==> config.mk <==
export PLATFORM = sky130hd
export DESIGN_NAME = latch_wdt
export DESIGN_NICKNAME = d
export VERILOG_FILES = /design/src/rtl/lwdt_pkg.sv /design/src/rtl/lwdt_ctrl.sv /design/src/rtl/lwdt_datapath.sv /design/src/rtl/latch_wdt.sv
export SDC_FILE = /design/constraint.sdc
export NUM_CORES = 1
export LEC_CHECK = 0
export BUFFER_PORTS_ARGS = -buffer_cell sky130_fd_sc_hd__buf_2
export CORE_MARGIN = 8
export CORE_UTILIZATION = 50
export DETAILED_ROUTE_END_ITERATION = 6
export GPL_TIMING_DRIVEN = 0
export PLACE_DENSITY_LB_ADDON = 0.1
export SETUP_SLACK_MARGIN = 0.5
export SLEW_MARGIN = 5
export SYNTH_ARGS = -nofsm -noshare
export SYNTH_HDL_FRONTEND = slang
export SYNTH_HIERARCHICAL = 1
export SYNTH_SLANG_ARGS = --single-unit
==> constraint.sdc <==
create_clock -name clk -period 3.8 [get_ports clk]
set_input_delay 0.38 -clock clk [delete_from_list [all_inputs] [get_ports clk]]
set_output_delay 0.38 -clock clk [all_outputs]
set_load 0.02 [all_outputs]
==> src/rtl/lwdt_pkg.sv <==
package lwdt_pkg;
  localparam int unsigned CNT_W = 32;

  // strobes from control to datapath
  typedef struct packed {
    logic writeTimeout;
    logic loadCount;
    logic decCount;
  } wdStrobe_t;
endpackage

==> src/rtl/lwdt_ctrl.sv <==
module lwdt_ctrl
  import lwdt_pkg::*;
(
  input  logic      clk,
  input  logic      rstN,
  input  logic      wrEn,
  input  logic      wrSel,
  input  logic      wrArm,
  input  logic      tickEn,
  input  logic      countZero,
  output wdStrobe_t strobe,
  output logic      armed,
  output logic      writeIgnored,
  output logic      resetReq
);
  logic ctrlWrite;
  logic timeoutWrite;

  assign ctrlWrite    = wrEn && !wrSel;
  assign timeoutWrite = wrEn && wrSel;

  always_comb begin
    strobe.writeTimeout = !armed && timeoutWrite;
    strobe.loadCount    = !armed && ctrlWrite && wrArm;
    strobe.decCount     = armed && tickEn && !countZero;
  end

  always_ff @(posedge clk or negedge rstN) begin
    if (!rstN) begin
      armed        <= 1'b0;
      writeIgnored <= 1'b0;
    end else begin
      if (strobe.loadCount) armed <= 1'b1;
      if (armed && wrEn)    writeIgnored <= 1'b1;
    end
  end

  assign resetReq = armed && countZero;

  assert_arm_latched_R10: assert property (@(posedge clk) disable iff (!rstN)
    armed |=> armed);
  assert_req_held_R6: assert property (@(posedge clk) disable iff (!rstN)
    resetReq |=> resetReq);
  assert_ignored_set_R9: assert property (@(posedge clk) disable iff (!rstN)
    (armed && wrEn) |=> writeIgnored);
  assert_ignored_sticky_R9: assert property (@(posedge clk) disable iff (!rstN)
    writeIgnored |=> writeIgnored);
  assert_no_load_when_armed_R7: assert property (@(posedge clk) disable iff (!rstN)
    armed |-> !strobe.loadCount && !strobe.writeTimeout);
endmodule

==> src/rtl/lwdt_datapath.sv <==
module lwdt_datapath
  import lwdt_pkg::*;
#(
  parameter int unsigned WIDTH = CNT_W
) (
  input  logic             clk,
  input  logic             rstN,
  input  wdStrobe_t        strobe,
  input  logic [WIDTH-1:0] wrData,
  output logic [WIDTH-1:0] timeoutReg,
  output logic [WIDTH-1:0] count,
  output logic             countZero
);
  localparam logic [WIDTH-1:0] MAX_COUNT = '1;

  logic [WIDTH-1:0] loadValue;

  assign loadValue = (timeoutReg == '0) ? MAX_COUNT : timeoutReg;
  assign countZero = (count == '0);

  always_ff @(posedge clk or negedge rstN) begin
    if (!rstN) begin
      timeoutReg <= '0;
      count      <= '0;
    end else begin
      if (strobe.writeTimeout) timeoutReg <= wrData;
      if (strobe.loadCount)     count <= loadValue;
      else if (strobe.decCount) count <= count - 1'b1;
    end
  end

  assert_load_nonzero_R5: assert property (@(posedge clk) disable iff (!rstN)
    strobe.loadCount |=> (count != '0));
  assert_no_growth_R4: assert property (@(posedge clk) disable iff (!rstN)
    !strobe.loadCount |=> (count <= $past(count)));
  assert_timeout_stable_R8: assert property (@(posedge clk) disable iff (!rstN)
    !strobe.writeTimeout |=> $stable(timeoutReg));
endmodule

==> src/rtl/latch_wdt.sv <==
module latch_wdt
  import lwdt_pkg::*;
(
  input  logic              clk,
  input  logic              rstN,
  input  logic              wrEn,
  input  logic              wrSel,
  input  logic [CNT_W-1:0]  wrData,
  input  logic              tickEn,
  output logic              armed,
  output logic              resetReq,
  output logic              writeIgnored,
  output logic [CNT_W-1:0]  remainCount,
  output logic [CNT_W-1:0]  cfgTimeout
);
  wdStrobe_t strobe;
  logic      countZero;

  lwdt_ctrl ctrl_i (
    .clk          (clk),
    .rstN         (rstN),
    .wrEn         (wrEn),
    .wrSel        (wrSel),
    .wrArm        (wrData[0]),
    .tickEn       (tickEn),
    .countZero    (countZero),
    .strobe       (strobe),
    .armed        (armed),
    .writeIgnored (writeIgnored),
    .resetReq     (resetReq)
  );

  lwdt_datapath #(.WIDTH(CNT_W)) dp_i (
    .clk        (clk),
    .rstN       (rstN),
    .strobe     (strobe),
    .wrData     (wrData),
    .timeoutReg (cfgTimeout),
    .count      (remainCount),
    .countZero  (countZero)
  );
endmodule

* Word-level counts from Yosys, hierarchy flattened
Index checks and enable logic that the tools add are counted.
** Operators by class
- Add/subtract/negate cells :: 1
- Reductions and logical operators :: 15
- Muxes and demuxes :: 3
** Operators with widths (count)
- 2-to-1 mux 32 bit :: 3
- zero test 32 bit :: 2
- subtractor 32 x 1 -> 32 bit (second input constant) :: 1
- logical AND 1 bit :: 9
- zero test 1 bit :: 3
- nonzero test 2 bit :: 1
** Storage, ports and cells
- Register bits :: 66
- Input port bits :: 37
- Logic and storage cells :: 23
- Output and inout bits :: 67

* Logic depth before layout (Yosys ltp)
- Depth after elaboration :: 5
- Gate-level depth with buffers :: 11
- Gate-level depth less buffers :: 9

* Modules after synthesis
The synthesis kept the hierarchy.
** By module, submodules not included
- lwdt_datapath :: seq. area each 1601.5 um^2, times used 1, area each 3054.2 um^2, cells each 275
- lwdt_ctrl :: seq. area each 50.0 um^2, times used 1, area each 106.4 um^2, cells each 10

* Worst setup path after synthesis
No wires, ideal clock.
- Kind :: reg2reg
- Start point :: reg dp_i.count[24]
- End point :: reg dp_i.count[19]
- Buffers on the path :: 2
- Cell stages (with the launch flop) :: 12
- Period minus slack after synthesis :: 2.798 ns
- Data arrival time :: 2.661 ns
- Required time :: 3.663 ns
- Setup time :: 0.137 ns
- Slack :: 1.002 ns
- Path through :: dfrtp_1 or4_4 or3_4 nor3_1 and2_1 nor2_1 clkbuf_1 nand3_1 clkbuf_1 nor3_1 xnor2_1 a21oi_1
** RTL lines
- start, declared :: line lwdt_datapath.sv:11 : output logic [WIDTH-1:0] count,
- start signal, assigned :: line lwdt_datapath.sv:27 : if (strobe.loadCount) count <= loadValue;
- start signal, assigned :: line lwdt_datapath.sv:28 : else if (strobe.decCount) count <= count - 1'b1;

==> out/qor.csv <==
stage,metric,value,unit
synth,async_reset_ff_share,100,%
run,cap_violations,0,
placed_design,gp_congestion,0.815,
route,routedWlPerCell,17.0,µm
synth,syn_area,3160,µm²
floorplan,rows,29,
floorplan,initial_core_util,50.6,%
route,ant_nets,0,
worst_setup_path,cp_slowest_cell,or4_4,
floorplan,die_h,95.5,µm
timing,whs,0.130,ns
synth,syn-mean-instance-area,11.1,µm²
worst_setup_path,worst_ep_arrival_time,3.22,ns
synth,ys.flop_type,dfrtp_1,
synth,seq_area_frac_synth,52.3,%
worst_setup_path,max_stage_delay,0.57,ns
floorplan,io_pins,104,
synth,synth.area.top_cells,"dfrtp_1 (52%), mux2_2 (11%), xnor2_1 (6.9%)",
clock_network,cts.clk_slew.worst_paths,0.07,ns
timing,maxSlewHeadroom,45.8,%
worst_setup_path,crit_end,dp_i/count[10],
worst_setup_path,path_cells,or4_4 > or3_4 > nor3_2 > and2_1 > nor2_1 > clkbuf_1 > nand3_1 > clkbuf_8 > nor3_1 > xnor2_1 > a21oi_1,
route,routed_via_density,5.40,
worst_hold_path,hp-class,in -> async,
global_route,grt_max_degree,67,
timing,setup_viol,0,
synth,yosysMostFrequentCell,dfrtp_1,
layout,areaGrowthSynthToFinish,24.8,%
clock_network,cts_buffer_depth,2,
timing,fin_ws,0.773,ns
global_route,grtUsageTotal,18.6,%
timing,tns,0,ns
timing,fin_crit,3.03,ns
placed_design,hpwl,5960,µm
placed_design,portBuffers,103,
clock_network,clk_latency,0.33,ns
layout,drive_above_1_share,41.3,%
route,drc,0,
clock_network,cts_inserted_buffers,9,
pwr,powerDensity,700,nW/µm²
route,drt_iter0_drc,99,
timing,max_freq,330,MHz
clock_network,htree_levels,3,
worst_setup_path,r2r_start,dp_i/count[24],
run_status,status,finished clean,
worst_setup_path,cp-end-kind,flip-flop,
synth,ys_warn_count,6,
route,dr.pass1.iters,4,
global_route,grt_pass1_vias,2716,
global_route,grt_pass1_wl,13200,µm
worst_setup_path,crit_fanout,10,
worst_setup_path,critPathLaunch,dp_i/count[24],
timing,rsz0062_at_grt,false,
synth,synth-edff-count,0,
timing,timing_worst_slew_pin_value,0.814,ns
floorplan,fp.coreArea,6240,µm²
clock_network,cts.sinks,66,
worst_setup_path,cp.required,3.99,ns
global_route,grt_antenna_before_repair,0,
timing,finalHoldViolations,0,
timing,fin_skew,0.00712,ns
floorplan,die_area,9120,µm²
synth,synth_top_area_share,52.3,%
worst_setup_path,critical_path.startpoint_type,flip-flop,
route,routed_wirelength,8180,µm
layout,fin_nets,437,
layout,final_core_util,63.2,%
synth,synth_seq_cells,66,
worst_setup_path,rr_worst_depth,11,
floorplan,die_width,95.5,µm
timing,fin_crit_sh,79.7,%
synth,synth_top_area_cell,dfrtp_1,
clock_network,cts_tree,yes,
worst_setup_path,crit_type,reg -> reg,
route,vias,2599,
worst_setup_path,r2r_end,dp_i/count[10],
clock_network,postCtsHoldBufs,0,
worst_setup_path,rrSetupSlack,0.77,ns
pwr,worst_ir_drop_vdd,0.410,mV
clock_network,clk_root_buffer_cell,clkbuf_8,
pwr,leakagePower,0.00175,µW
placed_design,place_ws,0.603,ns
synth,syn_inst,285,
synth,syn-num-nets,323,
global_route,grt_remaining_overflow,0,
layout,diodes,0,
synth,synth_common_cells,"dfrtp_1 (66), nor2_1 (40), mux2_2 (32)",
synth,yosysUniqueCellTypes,42,
pwr,total_power,2760,µW
timing,slew_violations,0,
-- flip-flops by register name, indices dropped and copies added, names as in the netlist --
name / cells
ctrl_i/writeIgnored: 1
dp_i/timeoutReg: 32
ctrl_i/armed: 1
dp_i/count: 32
-- logic make-up after synthesis --
| family | after synthesis | share of synthesized area (%) |
|---|---|---|
| compound gates | 37 | 6.41 |
| simple gates | 102 | 18.1 |
| fa+ha+maj | 1 | 0.396 |
| buf+inv | 18 | 3.40 |
| mux | 32 | 11.4 |
| xor+xnor | 29 | 8.04 |
| flops | 66 | 52.3 |
-- placed cells by master, fill, tap and decap left out, drive strengths merged, types with 5 or more instances in the layout --
master / Yosys / routed
xnor2: 25 / 25
nor3: 13 / 13
nor2: 40 / 40
buf: 3 / 106
a21oi: 29 / 29
nor4: 20 / 20
mux2: 32 / 32
nand2: 5 / 5
dfrtp: 66 / 66
clkbuf: 11 / 24
-- worst min path at each step --
stage	cells after the start	end	slack, ns
2_1_floorplan	0	ctrl_i/armed	0.08
3_3_place_gp	1	ctrl_i/writeIgnored	0.44
3_5_place_dp	1	ctrl_i/writeIgnored	0.44
4_1_cts	1	dp_i/timeoutReg[21]	0.17
5_1_grt	1	dp_i/timeoutReg[6]	0.20
6_report	1	dp_i/timeoutReg[8]	0.13
-- area by class of cell --
class                           count  area (µm²)
Buffer                             14        93.8
Clock buffer                       13         149
Clock inverter                      3        15.0
Fill cell                         544        2300
Inverter                            4        15.0
Multi-Input combinational cell    201        1410
Sequential cell                    66        1650
Tap cell                           77        96.3
Timing Repair Buffer              103         518
-- power breakdown --
group / internal (µW) / switching [µW]
clock network: 252 / 251
registers: 946 / 293
logic: 428 / 591
-- timing repair --
item,CTS,global route
buffers inserted,0,0
resized for setup,0,3
setup endpoints to repair,0,15
-- worst max-delay path, delay by kind of cell (launching register included) --
kind,cells,cell delay (ns)
buffers and inverters,2,0.43
DFF,1,0.44
and+or+nand+nor,7,1.76
xor gates and xnor gates,1,0.16
AOI/OAI and AO/OA,1,0.09
-- metal layers --
| metal | up-vias | GRT usage (%) | part of all wire, % |
|---|---|---|---|
| met5 | - | 0 | 0 |
| met4 | 0 | 8.19 | 1.4 |
| met3 | 10 | 5.28 | 8.3 |
| met2 | 94 | 29.0 | 46 |
| met1 | 1260 | 23.7 | 44 |
| li1 | 1235 | - | - |
-- through the flow --
| stage | instance area (µm²) | instances |
|---|---|---|
| after CTS | 3940 | 481 |
| final | 3950 | 481 |
| after global placement | 3770 | 465 |
| after floorplan | 3160 | 285 |
| after global routing | 3950 | 481 |
| after detailed placement | 3770 | 465 |
Power figures use the tool's default switching activity.
